**src/rtl/pix_edge_pkg.sv**
```systemverilog
package pix_edge_pkg;

    localparam int PIX_POS_DEF   = 48;
    localparam int PIX_QUAD_DEF  = 4;
    localparam int PIX_LOC_W_DEF = 6;
    localparam int PIX_DRV_W_DEF = 3;

    // Location slots; each level channel owns a rise/fall pair in this order
    typedef enum int {
        LOC_RG_RISE = 0,
        LOC_RG_FALL = 1,
        LOC_H1_RISE = 2,
        LOC_H1_FALL = 3,
        LOC_SMP_REF = 4,
        LOC_SMP_DAT = 5,
        LOC_COUNT   = 6
    } loc_idx_e;

    typedef enum int {
        DRV_RG    = 0,
        DRV_H1    = 1,
        DRV_H2    = 2,
        DRV_COUNT = 3
    } drv_idx_e;

    localparam int N_LEVEL_CH  = 2;
    localparam int N_STROBE_CH = 2;

endpackage

```
**src/rtl/pix_phase_cnt.sv**
```systemverilog
module pix_phase_cnt #(
    parameter int N_POS = pix_edge_pkg::PIX_POS_DEF,
    parameter int PH_W  = $clog2(N_POS)
) (
    input  logic            clk,
    input  logic            rst_n,
    input  logic            div2_en,
    output logic [PH_W-1:0] phase_o,
    output logic            wrap_o
);

    localparam logic [PH_W-1:0] LAST_POS = PH_W'(N_POS - 1);

    typedef struct packed {
        logic [PH_W-1:0] phase;
        logic            half;
    } cnt_s;

    cnt_s cnt_d, cnt_q;
    logic tick;

    always_comb begin
        cnt_d     = cnt_q;
        tick      = !div2_en || cnt_q.half;
        cnt_d.half = div2_en ? !cnt_q.half : 1'b0;
        wrap_o    = tick && (cnt_q.phase == LAST_POS);
        if (tick) begin
            if (cnt_q.phase == LAST_POS) begin
                cnt_d.phase = '0;
            end else begin
                cnt_d.phase = cnt_q.phase + PH_W'(1);
            end
        end
    end

    always_ff @(posedge clk or negedge rst_n) begin
        if (!rst_n) begin
            cnt_q <= '0;
        end else begin
            cnt_q <= cnt_d;
        end
    end

    assign phase_o = cnt_q.phase;

endmodule

```
**src/rtl/pix_loc_decode.sv**
```systemverilog
module pix_loc_decode #(
    parameter int LOC_W  = pix_edge_pkg::PIX_LOC_W_DEF,
    parameter int N_QUAD = pix_edge_pkg::PIX_QUAD_DEF,
    parameter int QSPAN  = 12,
    parameter int PH_W   = 6
) (
    input  logic [LOC_W-1:0] loc_i,
    output logic [PH_W-1:0]  pos_o
);

    localparam int QSEL_W = $clog2(N_QUAD);
    localparam int OFF_W  = LOC_W - QSEL_W;

    logic [QSEL_W-1:0] quad;
    logic [OFF_W-1:0]  offset;
    int                off_lim;

    always_comb begin
        quad    = loc_i[LOC_W-1 -: QSEL_W];
        offset  = loc_i[OFF_W-1:0];
        off_lim = (int'(offset) > QSPAN - 1) ? (QSPAN - 1) : int'(offset);
        pos_o   = PH_W'(int'(quad) * QSPAN + off_lim);
    end

endmodule

```
**src/rtl/pix_level_gen.sv**
```systemverilog
module pix_level_gen #(
    parameter int PH_W = 6
) (
    input  logic            clk,
    input  logic            rst_n,
    input  logic [PH_W-1:0] phase_i,
    input  logic [PH_W-1:0] rise_i,
    input  logic [PH_W-1:0] fall_i,
    output logic            level_o
);

    logic lvl_d, lvl_q;

    always_comb begin
        lvl_d = lvl_q;
        if (rise_i == fall_i) begin
            lvl_d = 1'b0;
        end else if (phase_i == rise_i) begin
            lvl_d = 1'b1;
        end else if (phase_i == fall_i) begin
            lvl_d = 1'b0;
        end
    end

    always_ff @(posedge clk or negedge rst_n) begin
        if (!rst_n) begin
            lvl_q <= 1'b0;
        end else begin
            lvl_q <= lvl_d;
        end
    end

    assign level_o = lvl_q;

endmodule

```
**src/rtl/pix_strobe_gen.sv**
```systemverilog
module pix_strobe_gen #(
    parameter int PH_W = 6
) (
    input  logic            clk,
    input  logic            rst_n,
    input  logic [PH_W-1:0] phase_i,
    input  logic [PH_W-1:0] pos_i,
    output logic            strobe_o
);

    logic stb_d, stb_q;

    always_comb begin
        stb_d = (phase_i == pos_i);
    end

    always_ff @(posedge clk or negedge rst_n) begin
        if (!rst_n) begin
            stb_q <= 1'b0;
        end else begin
            stb_q <= stb_d;
        end
    end

    assign strobe_o = stb_q;

endmodule

```
**src/rtl/pix_edge_gen.sv**
```systemverilog
module pix_edge_gen
    import pix_edge_pkg::*;
#(
    parameter int N_POS  = PIX_POS_DEF,
    parameter int N_QUAD = PIX_QUAD_DEF,
    parameter int LOC_W  = PIX_LOC_W_DEF,
    parameter int DRV_W  = PIX_DRV_W_DEF
) (
    input  logic                     clk,
    input  logic                     rst_n,
    input  logic                     div2_en,
    input  logic [LOC_W-1:0]         rg_rise_loc,
    input  logic [LOC_W-1:0]         rg_fall_loc,
    input  logic [LOC_W-1:0]         h1_rise_loc,
    input  logic [LOC_W-1:0]         h1_fall_loc,
    input  logic [LOC_W-1:0]         ref_smp_loc,
    input  logic [LOC_W-1:0]         dat_smp_loc,
    input  logic [DRV_W-1:0]         rg_drv,
    input  logic [DRV_W-1:0]         h1_drv,
    input  logic [DRV_W-1:0]         h2_drv,
    output logic                     rg_out,
    output logic                     rg_oe,
    output logic                     h1_out,
    output logic                     h1_oe,
    output logic                     h2_out,
    output logic                     h2_oe,
    output logic                     ref_smp,
    output logic                     dat_smp,
    output logic [$clog2(N_POS)-1:0] phase_o
);

    localparam int PH_W  = $clog2(N_POS);
    localparam int QSPAN = N_POS / N_QUAD;
    localparam int N_LOC = int'(LOC_COUNT);
    localparam int N_DRV = int'(DRV_COUNT);

    typedef struct packed {
        logic [N_LOC-1:0][LOC_W-1:0] loc;
        logic [N_DRV-1:0][DRV_W-1:0] drv;
    } shadow_s;

    shadow_s                live;
    shadow_s                shd_d, shd_q;
    logic                   wrap;
    logic [PH_W-1:0]        phase;
    logic [PH_W-1:0]        pos   [N_LOC];
    logic [N_LEVEL_CH-1:0]  level;
    logic [N_STROBE_CH-1:0] strobe;
    logic [N_DRV-1:0]       oe;

    // Phase counter
    pix_phase_cnt #(
        .N_POS (N_POS),
        .PH_W  (PH_W)
    ) u_cnt (
        .clk     (clk),
        .rst_n   (rst_n),
        .div2_en (div2_en),
        .phase_o (phase),
        .wrap_o  (wrap)
    );

    // Gather live settings and update the shadow copy at the period boundary
    always_comb begin
        live                   = '0;
        live.loc[LOC_RG_RISE]  = rg_rise_loc;
        live.loc[LOC_RG_FALL]  = rg_fall_loc;
        live.loc[LOC_H1_RISE]  = h1_rise_loc;
        live.loc[LOC_H1_FALL]  = h1_fall_loc;
        live.loc[LOC_SMP_REF]  = ref_smp_loc;
        live.loc[LOC_SMP_DAT]  = dat_smp_loc;
        live.drv[DRV_RG]       = rg_drv;
        live.drv[DRV_H1]       = h1_drv;
        live.drv[DRV_H2]       = h2_drv;
        shd_d = wrap ? live : shd_q;
    end

    always_ff @(posedge clk or negedge rst_n) begin
        if (!rst_n) begin
            shd_q <= '0;
        end else begin
            shd_q <= shd_d;
        end
    end

    // Location decode, one per slot
    for (genvar g = 0; g < N_LOC; g++) begin : g_dec
        pix_loc_decode #(
            .LOC_W  (LOC_W),
            .N_QUAD (N_QUAD),
            .QSPAN  (QSPAN),
            .PH_W   (PH_W)
        ) u_dec (
            .loc_i (shd_q.loc[g]),
            .pos_o (pos[g])
        );
    end

    // Level channels: rise slot 2*g, fall slot 2*g+1
    for (genvar g = 0; g < N_LEVEL_CH; g++) begin : g_lvl
        pix_level_gen #(
            .PH_W (PH_W)
        ) u_lvl (
            .clk     (clk),
            .rst_n   (rst_n),
            .phase_i (phase),
            .rise_i  (pos[2*g]),
            .fall_i  (pos[2*g+1]),
            .level_o (level[g])
        );
    end

    // Single-position strobes
    for (genvar g = 0; g < N_STROBE_CH; g++) begin : g_stb
        pix_strobe_gen #(
            .PH_W (PH_W)
        ) u_stb (
            .clk      (clk),
            .rst_n    (rst_n),
            .phase_i  (phase),
            .pos_i    (pos[int'(LOC_SMP_REF) + g]),
            .strobe_o (strobe[g])
        );
    end

    // Output enables from shadowed drive settings
    for (genvar g = 0; g < N_DRV; g++) begin : g_oe
        assign oe[g] = |shd_q.drv[g];
    end

    assign rg_out  = level[0];
    assign h1_out  = level[1];
    assign h2_out  = ~level[1];
    assign ref_smp = strobe[0];
    assign dat_smp = strobe[1];
    assign rg_oe   = oe[DRV_RG];
    assign h1_oe   = oe[DRV_H1];
    assign h2_oe   = oe[DRV_H2];
    assign phase_o = phase;

endmodule

```
**config.mk**
```make
export PLATFORM = sky130hd
export DESIGN_NAME = pix_edge_gen
export DESIGN_NICKNAME = d
export VERILOG_FILES = /design/src/rtl/pix_edge_pkg.sv /design/src/rtl/pix_phase_cnt.sv /design/src/rtl/pix_loc_decode.sv /design/src/rtl/pix_level_gen.sv /design/src/rtl/pix_strobe_gen.sv /design/src/rtl/pix_edge_gen.sv
export SDC_FILE = /design/constraint.sdc
export NUM_CORES = 1
export LEC_CHECK = 0
export BUFFER_PORTS_ARGS = -buffer_cell sky130_fd_sc_hd__buf_2
export CAP_MARGIN = 20
export CORE_ASPECT_RATIO = 0.6
export CORE_MARGIN = 2
export CORE_UTILIZATION = 62
export DETAILED_ROUTE_END_ITERATION = 8
export MAX_ROUTING_LAYER = met4
export PLACE_DENSITY = 0.83
export SETUP_SLACK_MARGIN = 0.2
export SYNTH_ARGS = -nofsm -noshare
export SYNTH_HDL_FRONTEND = slang
export SYNTH_SLANG_ARGS = --single-unit
```
**constraint.sdc**
```tcl
create_clock -name clk -period 4.2 [get_ports clk]
set_clock_uncertainty 0.05 [all_clocks]
set_input_delay 0.21 -clock clk [delete_from_list [all_inputs] [get_ports clk]]
set_output_delay 0.21 -clock clk [all_outputs]
set_load 0.05 [all_outputs]
```
==> results of run 1 <==
==> cells in the final DEF, fill, tap and decap left out, drive strengths merged <==
cell type	instances
a21o	5
a21oi	18
a22o	1
a22oi	6
a32oi	2
and3	1
buf	64
bufinv	1
clkbuf	6
clkinv	1
dfrtp	56
fa	6
ha	25
inv	26
mux2	46
nand2	14
nand2b	6
nand3	9
nand4	1
nor2	6
nor2b	10
nor3	7
nor3b	1
nor4	2
o21a	2
o21ai	2
o2bb2ai	2
o31ai	2
o32ai	4
or3	3
xnor2	26
xnor3	2
xor2	27
==> routing by layer <==
metal / wire, µm / vias up
li1: - / 1248
met1: 3670 / 1220
met2: 3250 / 73
met3: 332 / 10
met4: 93 / 0
met5: 0 / -
==> cells in the mapped netlist (3+ instances only) <==
master | count | area share (%)
nand2_1 | 13 | 1.3
buf_12 | 3 | 1.6
dfrtp_1 | 56 | 36
fa_1 | 6 | 3.1
o32ai_1 | 4 | 0.91
or3_1 | 3 | 0.49
buf_6 | 3 | 0.87
xnor2_1 | 26 | 5.9
clkbuf_1 | 7 | 0.68
nand3_1 | 9 | 1.2
a21oi_1 | 18 | 2.3
a22oi_1 | 6 | 1.2
nor3_1 | 7 | 0.91
buf_2 | 3 | 0.39
nor2_1 | 6 | 0.58
nor2b_1 | 10 | 1.6
a21o_1 | 5 | 0.97
nand2b_1 | 5 | 0.81
mux2_4 | 28 | 11
mux2_2 | 18 | 5.2
xor2_1 | 27 | 6.1
buf_4 | 7 | 1.4
ha_1 | 25 | 8.1
inv_1 | 26 | 2.5
==> power breakdown <==
group / internal (mW) / switching, mW
clock network: 0.177 / 0.178
registers: 0.800 / 0.402
logic: 1.12 / 1.16
==> area by class of cell <==
type                            count  area (µm²)
Timing Repair Buffer               64         328
Tap cell                           84         105
Inverter                           26        97.6
Sequential cell                    56        1400
Fill cell                         472        1830
Clock buffer                        6        72.6
Multi-Input combinational cell    236        2180
Clock inverter                      2        35.0
==> cell families after synthesis <==
family / Yosys count
flops: 56
compound gates: 44
fa+ha+maj: 31
simple gates: 60
mux: 46
xor+xnor: 55
buf+inv: 49
==> path summary, 6_finish.rpt <==
path                                      from                     end  slack [ns]  cells after the start
max in group asynchronous                rst_n               shd_q[10]        3.66                      2
worst max register to register       shd_q[31]  g_lvl[1].u_lvl.level_o        1.79                      8
min in group clk                rg_fall_loc[5]               shd_q[20]        0.06                      2
worst min register to register        shd_q[0]                shd_q[0]        0.46                      1
worst min-delay path                     rst_n                shd_q[5]       -0.03                      2
worst max-delay path                 shd_q[31]  g_lvl[1].u_lvl.level_o        1.79                      8
==> registers in the layout, summed over array words and instances (netlist names) <==
register              cells
u_cnt.cnt_q               1
g_stb.u_stb.strobe_o      2
u_cnt.phase_o             6
shd_q                    45
g_lvl.u_lvl.level_o       2
==> stage by stage <==
step           cell area [µm²]  util, %  hold slack, ns  instances
4_1_cts                   4220     69.8         0.00223        474
3_3_place_gp              4120     68.0           0.340        466
2_1_floorplan             3860        -          -0.136        341
6_report                  4220     69.8         -0.0304        474
5_1_grt                   4220     69.8          0.0487        474
3_5_place_dp              4120     68.0           0.346        466
==> results.toml, run 1 <==
[grt]
busiest_layer = "met2"
grt_use_total_pct = 23.1
grt_max_degree = 57
grt_overflow = 0
grtUsageMet1_pct = 33.1
antenna_found_initial = 0
use_met3_pct = 4.37
grt_pass1_wl_mm = 12.2
grt_pass1_vias = 2499
gr-usage-met2_pct = 34.5

[power_and_ir_drop]
power_mw = 3.83
cellPowerDensity_nw_per_um2 = 907
ir_worst_vdd_v = 0.000388
p_leak_nw = 2.06

[timing]
timing.fmax_mhz = 415
setup_ws_ns = 1.79
hold_ws_ns = -0.0304
period_share_pct = 57.4
hold_viol = 52
setup_viol = 0
layout_min_cycle_time_ns = 2.41
drv_slew = 0
relSlewSlack_pct = 52.4
worst_slew_pin_slew_ns = 0.713
rsz0062_at_grt = "false"
tns_ns = 0

[clocking]
clock-sinks = 56
clockBufferDepth = 2
cts_resized = 0
post_cts_buffers = 0
clk_pin_slew_ns = 0.10
cts_made_buffers = 5
htree_num_levels = 2
cts_tree = "yes"
clk_latency_ns = 0.32
cts-root-buf = "clkbuf_8"
holdBufCountCts = 0

[setup_path]
slowest_delay_ns = 0.44
cp_common_cell = "xor2_1"
startpoint_type = "register"
crit_buf_inv = 1
path_max_fanout = 4
crit_family = "adder cells"
critPathKind = "reg -> reg"
cp.required_ns = 4.35
cpMaxStageDelayCell = "fa_1"
end_kind = "register"
critPathArrivalTime_ns = 2.56
crit_chain = "inv_1 -> ha_1 -> fa_1 -> xor2_1 -> xor2_1 -> nand3_1 -> o31ai_1 -> a22oi_1"

[synth]
avgSynthCellArea_um2 = 11.3
synth-seq-cells = 56
ys.flop_type = "dfrtp_1"
synth_xor_area_share_pct = 13.2
yosysWarnings = 0
synthMuxAreaShare_pct = 16.1
synthAdderAreaFrac_pct = 11.2
yosysSeqAreaShare_pct = 36.3
synth_edf_count = 0
ys_types = 37
synth_top_family_by_area = "multiplexers"
synthArstFlopShare_pct = 100
syn_inst = 341
synth_area_um2 = 3860
yosys.area_share.simple_pct = 8.32
syn_nets = 420
synth_compound_area_share_pct = 7.54

[route]
via_count = 2551
ant_nets = 0
drtIter0Drc = 145
drt-pass1-iter-count = 4
routedWlPerCell_um = 15.5
vias_per_cell = 5.38
drt-total-wl_mm = 7.35
drcViolationCount = 0

[cells_and_area]
final_nets = 468
layout-drive-gt1-share_pct = 31.0
area_growth_syn_to_layout_pct = 9.29
antenna-diode-count = 0

[run_status]
failed_checks = "negative hold slack"
status = "finished, violations left"

[placement]
port_buffers = 61
hpwl_mm = 5.28
pre_cts_ws_ns = 1.83
gp_congestion = 0.881

[worst_hold_path]
hp-class = "in -> async"

[die]
fp-row-count = 22
core_um2 = 6060
fp.dieH_um = 65.2
io_pins = 62
die_area_um2 = 6900
start_util_pct = 63.8
dieWidth_um = 106

[run]
drv_cap = 0
Note: power is estimated with default switching activity, not from simulation.
==> inputs of run 2 (changes only) <==
--- a/config.mk
+++ b/config.mk
@@ -9,10 +9,10 @@
 export CAP_MARGIN = 20
 export CORE_ASPECT_RATIO = 0.6
 export CORE_MARGIN = 2
-export CORE_UTILIZATION = 62
+export CORE_UTILIZATION = 57
 export DETAILED_ROUTE_END_ITERATION = 8
 export MAX_ROUTING_LAYER = met4
-export PLACE_DENSITY = 0.83
+export PLACE_DENSITY = 0.77
 export SETUP_SLACK_MARGIN = 0.2
 export SYNTH_ARGS = -nofsm -noshare
 export SYNTH_HDL_FRONTEND = slang
==> constraint.sdc (replaced) <==
create_clock -name clk -period 2.3 [get_ports clk]
set_clock_uncertainty 0.05 [all_clocks]
set_input_delay 0.115 -clock clk [delete_from_list [all_inputs] [get_ports clk]]
set_output_delay 0.115 -clock clk [all_outputs]
set_load 0.05 [all_outputs]
==> run 2 against run 1 <==
Against the previous run: the flow now finishes without violations; clock-buffer cell count did not move; global-route usage increased by 1.7 points; final area grew 15%; core utilization rose by 3.5 points; critical endpoint is now g_lvl[0].u_lvl.level_o; clock power increased by 140%; via count rose by 7.4%; largest power group unchanged; sequential share of layout area shrank 4.3 points; critical path depth rose by 1; highest routed layer unchanged; setup slack lost 1.6 ns; routed wire length increased by 15%; die area up 8.3%.
==> results.toml, run 2 (synthesis results as in run 1) <==
[power_and_ir_drop]
ir_worst_vdd_v = 0.000860
p_leak_nw = 2.33
p_sw_mw = 3.40
seq_power_share_pct = 24.1
cellPowerDensity_nw_per_um2 = 1620
p_clk_share_pct = 10.9
p_sw_share_pct = 43.2
power_frac_comb_pct = 65.0
intPower_mw = 4.46

[timing]
layout_min_cycle_time_ns = 2.14
setup_viol = 0
hold_viol = 0
period_share_pct = 93.2
tns_ns = 0
drv_slew = 0
timing.fmax_mhz = 466
setup_ws_ns = 0.156
relSlewSlack_pct = 58.6
worst_slew_pin_slew_ns = 0.621
rsz0062_at_grt = "true"

[placement]
hpwl_mm = 5.87
gp_congestion = 0.860
pre_cts_ws_ns = 0.0150
port_buffers = 61

[route]
drcViolationCount = 0
routedWlPerCell_um = 16.1
drtIter0Drc = 137
drt-total-wl_mm = 8.46
via_count = 2739
drt-pass1-iter-count = 4
ant_nets = 0
vias_per_cell = 5.21

[setup_path]
path_max_fanout = 3
crit_chain = "nor2b_2 -> ha_2 -> inv_1 -> fa_2 -> xor2_2 -> xor2_1 -> nand3_1 -> o31ai_2 -> a22oi_1"
critPathKind = "reg -> reg"
ff2ff_setup_slack_ns = 0.16
crit_buf_inv = 1
critPathArrivalTime_ns = 2.27
crit_family = "adder cells"
slowest_delay_ns = 0.39
cpMaxStageDelayCell = "dfrtp_1"
rr_endpoint = "g_lvl[0].u_lvl.level_o"
worst_r2r_path_depth = 9
r2r_start = "shd_q[18]"
end_kind = "register"
startpoint_type = "register"
crit_start = "shd_q[18]"
cp.required_ns = 2.42

[worst_hold_path]
min_to = "shd_q[23]"
hp-start = "h1_rise_loc[2]"
hp-class = "in -> reg"
whs_path_depth = 2

[grt]
grt_max_degree = 37
grt_overflow = 0
antenna_found_initial = 0
grt_pass1_wl_mm = 13.5
grt_use_total_pct = 24.8
grt_pass1_vias = 2804

[die]
dieWidth_um = 110
io_pins = 62
start_util_pct = 58.4
die_area_um2 = 7480
core_um2 = 6620
fp.dieH_um = 67.8
fp-row-count = 23

[clocking]
cts_tree = "yes"
cts_made_buffers = 5
htree_num_levels = 2
clk_latency_ns = 0.30
clock-sinks = 56
clk_pin_slew_ns = 0.07
cts-root-buf = "clkbuf_16"
clockBufferDepth = 2

[cells_and_area]
mostFrequentLayoutCell = "buf_2"
largest_reg_flops = 45
layout_common_cells = "buf_2 (61), dfrtp_1 (56), mux2_4 (28), xnor2_1 (26), buf_4 (26)"
final_nets = 517
antenna-diode-count = 0
area_growth_syn_to_layout_pct = 25.5
seq_area_um2 = 1400
layout-drive-gt1-share_pct = 37.6
fillers = 457
largest-register = "shd_q"
multi_input_area_um2 = 2310

[run_status]
status = "finished clean"

[run]
drv_cap = 0
[run 2: cell count changes in the layout (fill, tap and decap cells not counted), moves of 5 or more]
cell,change
dlygate4sd3_1,+25
ha_1,-5
clkbuf_8,-5
clkbuf_16,+5
buf_4,+23
[run 2: cell type report]
| cell class | count | area share [%] |
|---|---|---|
| Clock inverter | 2 | 0.722 |
| Multi-Input combinational cell | 236 | 47.6 |
| Tap cell | 87 | 2.24 |
| Timing Repair Buffer | 113 | 15.9 |
| Inverter | 26 | 2.01 |
| Sequential cell | 56 | 28.9 |
| Clock buffer | 6 | 2.66 |
[run 2: what timing repair did]
action                     CTS  global route
buffers inserted             9             2
hold buffers                24             1
resized for setup           13             8
hold endpoints to repair    46             1
pin swaps                    5             2
setup endpoints to repair    2             3
[run 2: power by group through the flow]
stage	Clock (mW)	Combinational [mW]	Sequential, mW
6_report	0.858	5.11	1.89
5_1_grt	0.921	5.58	1.97
4_1_cts	0.886	4.93	1.88
3_5_place_dp	0	4.59	1.93
3_3_place_gp	0	4.40	1.89
2_1_floorplan	0	3.69	1.92
[run 2: worst max path at each step]
| stage | end | slack, ns | depth (start not counted) |
|---|---|---|---|
| 6_report | g_lvl[0].u_lvl.level_o | 0.16 | 9 |
| 5_1_grt | g_lvl[0].u_lvl.level_o | 0.007 | 9 |
| 2_1_floorplan | g_lvl[1].u_lvl.level_o | 0.21 | 8 |
| 4_1_cts | g_lvl[1].u_lvl.level_o | 0.16 | 6 |
| 3_3_place_gp | g_lvl[0].u_lvl.level_o | 0.14 | 9 |
| 3_5_place_dp | g_lvl[1].u_lvl.level_o | 0.02 | 9 |
[run 2: per-stage QoR]
stage          cell area (µm²)  std cells  utilization (%)  total power, mW  hold WS (ns)
6_report                  4850        526             73.3             7.86       0.00199
5_1_grt                   4850        526             73.3             8.47      -0.00607
4_1_cts                   4770        523             72.1             7.70     0.0000391
3_5_place_dp              4230        482             63.9             6.51         0.108
3_3_place_gp              4230        482             63.9             6.28         0.102
2_1_floorplan             3860        341                -             5.61        -0.231
[run 2: worst register-to-register path: stages (launching register included)]
cell     delay (ns)
dfrtp_1        0.39
nor2b_2        0.14
ha_2           0.21
inv_1          0.06
fa_2           0.35
xor2_2         0.20
xor2_1         0.16
nand3_1        0.12
o31ai_2        0.24
a22oi_1        0.11
[run 2: layer usage]
layer  up-vias  wire length (µm)  GRT usage [%]
met1      1311              3860           33.1
met3         8               470           5.79
li1       1343                 -              -
met4         0                69           4.69
met2        77              4060           39.5
met5         -                 0              -
==> inputs of run 3 (changes only) <==
--- a/config.mk
+++ b/config.mk
@@ -7,12 +7,14 @@
 export LEC_CHECK = 0
 export BUFFER_PORTS_ARGS = -buffer_cell sky130_fd_sc_hd__buf_2
 export CAP_MARGIN = 20
+export CELL_PAD_IN_SITES_DETAIL_PLACEMENT = 1
+export CELL_PAD_IN_SITES_GLOBAL_PLACEMENT = 1
 export CORE_ASPECT_RATIO = 0.6
 export CORE_MARGIN = 2
-export CORE_UTILIZATION = 57
+export CORE_UTILIZATION = 45
 export DETAILED_ROUTE_END_ITERATION = 8
 export MAX_ROUTING_LAYER = met4
-export PLACE_DENSITY = 0.77
+export PLACE_DENSITY = 0.86
 export SETUP_SLACK_MARGIN = 0.2
 export SYNTH_ARGS = -nofsm -noshare
 export SYNTH_HDL_FRONTEND = slang
==> run 3 against run 2 <==
Against the previous run: global-route usage increased by 0.52 points; sequential cell count unchanged; first-iteration DRC count decreased by 17%; fmax decreased by 3.4%; highest routed layer unchanged.
==> results.toml, run 3 (synthesis results as in run 1) <==
[timing]
drv_slew = 0
timing.fmax_mhz = 450
hold_viol = 0
tns_ns = 0
rsz0062_at_grt = "true"
hold_ws_ns = 0.000645
setup_ws_ns = 0.0796
period_share_pct = 96.5
relSlewSlack_pct = 57.2
setup_viol = 0
layout_min_cycle_time_ns = 2.22
worst_slew_pin_slew_ns = 0.642

[setup_path]
end_kind = "register"
slowest_delay_ns = 0.56
crit_chain = "nor2b_2 -> ha_2 -> inv_2 -> fa_2 -> xor2_1 -> nand3_1 -> o31ai_1 -> a22oi_1"
worst_r2r_path_depth = 8
rr_endpoint = "g_lvl[1].u_lvl.level_o"
critPathKind = "reg -> reg"
path_max_fanout = 2
cpMaxStageDelayCell = "fa_2"
r2r_start = "shd_q[30]"
cp.required_ns = 2.43
ff2ff_setup_slack_ns = 0.08
critPathArrivalTime_ns = 2.35
startpoint_type = "register"

[die]
start_util_pct = 45.9
core_um2 = 8430
die_area_um2 = 9370
fp-row-count = 26
dieWidth_um = 124
fp.dieH_um = 75.8
io_pins = 62

[power_and_ir_drop]
seq_power_share_pct = 22.9
p_clk_share_pct = 9.9
p_sw_mw = 3.85
power_frac_comb_pct = 67.2
cellPowerDensity_nw_per_um2 = 1650
p_leak_nw = 2.41
p_sw_share_pct = 45.9
intPower_mw = 4.54
power_mw = 8.40
ir_worst_vdd_v = 0.000546

[clocking]
clockBufferDepth = 2
clk_pin_slew_ns = 0.08
cts_made_buffers = 5
cts-root-buf = "clkbuf_16"
cts_tree = "yes"
htree_num_levels = 2
clock-sinks = 56
clk_latency_ns = 0.30

[cells_and_area]
layout-drive-gt1-share_pct = 40.4
final_nets = 534
finalNonFillerCells = 568
layout_common_cells = "buf_2 (61), dfrtp_1 (55), dlygate4sd3_1 (35), buf_4 (32), mux2_4 (28)"
fin_util_pct = 60.2
largest-register = "shd_q"
mostFrequentLayoutCell = "buf_2"
final_area_um2 = 5070
antenna-diode-count = 0
area_growth_syn_to_layout_pct = 31.3
largest_reg_flops = 45

[route]
drcViolationCount = 0
drtIter0Drc = 114
ant_nets = 0
drt-pass1-iter-count = 4
via_count = 2986
drt-total-wl_mm = 10.7
routedWlPerCell_um = 18.8
vias_per_cell = 5.26

[placement]
dp.cells = 507
port_buffers = 61
gp_congestion = 0.827
place_area_um2 = 4260
pre_cts_ws_ns = -0.0169
hpwl_mm = 6.93

[run_status]
status = "finished clean"

[worst_hold_path]
min_to = "shd_q[4]"
whs_path_depth = 2
hp-class = "in -> reg"
hp-start = "h1_drv[1]"

[run]
drv_cap = 0

[grt]
grt_pass1_wl_mm = 17.3
grt_overflow = 0
grt_pass1_vias = 3491
grt_max_degree = 34
grt_use_total_pct = 25.4
antenna_found_initial = 0
run 3: changes by cell type in the layout (fill, tap and decap cells not counted), moves of 2 or more:
cell | before | now
buf_4 | 26 | 32
nor3_1 | 6 | 4
dlygate4sd3_1 | 25 | 35
nor4_1 | 2 | 0
nor4_2 | 0 | 2
inv_6 | 0 | 2
nor2b_1 | 8 | 6
nor3_2 | 1 | 3
nor2b_2 | 2 | 4
run 3: worst max-delay path by stage:
stage          startpoint                      to  slack (ns)
2_1_floorplan   shd_q[31]  g_lvl[1].u_lvl.level_o        0.21
3_3_place_gp    shd_q[19]  g_lvl[0].u_lvl.level_o        0.12
3_5_place_dp    shd_q[31]  g_lvl[1].u_lvl.level_o       -0.02
4_1_cts         shd_q[30]  g_lvl[1].u_lvl.level_o        0.17
5_1_grt         shd_q[18]  g_lvl[0].u_lvl.level_o       0.006
6_report        shd_q[30]  g_lvl[1].u_lvl.level_o        0.08
run 3: what timing repair did:
action	in CTS	in global routing
pin swaps	9	12
endpoints found under the hold margin	57	0
setup endpoints to repair	3	13
buffers inserted	10	8
gates resized for setup	18	16
hold buffers	35	0
run 3: critical path, delay by kind of cell (launching register included):
kind,cells,cell delay [ns]
DFF,1,0.42
buffers and inverters,1,0.04
AOI/OAI and AO/OA,2,0.41
xor gates and xnor gates,1,0.17
and+or+nand+nor,2,0.24
adders and majority gates,2,0.77
run 3: cell type report:
type | instances | area [µm²]
Clock inverter | 3 | 28.8
Clock buffer | 5 | 125
Fill cell | 918 | 3350
Multi-Input combinational cell | 236 | 2350
Sequential cell | 56 | 1400
Timing Repair Buffer | 130 | 927
Inverter | 26 | 97.6
Tap cell | 112 | 140
run 3: power by group through the flow:
stage / Clock [mW] / Combinational [mW] / Sequential, mW
after detailed placement: 0 / 4.71 / 1.95
after CTS: 0.851 / 5.26 / 1.90
after floorplan: 0 / 3.69 / 1.92
after global routing: 0.884 / 6.11 / 1.99
final: 0.829 / 5.64 / 1.93
after global placement: 0 / 4.42 / 1.90
run 3: per-layer routing:
layer | up-vias | routed length [µm] | track usage [%]
met4 | 0 | 222 | 8.21
met5 | - | 0 | -
met1 | 1531 | 4500 | 28.2
met2 | 59 | 5620 | 46.6
li1 | 1373 | - | -
met3 | 23 | 329 | 4.94
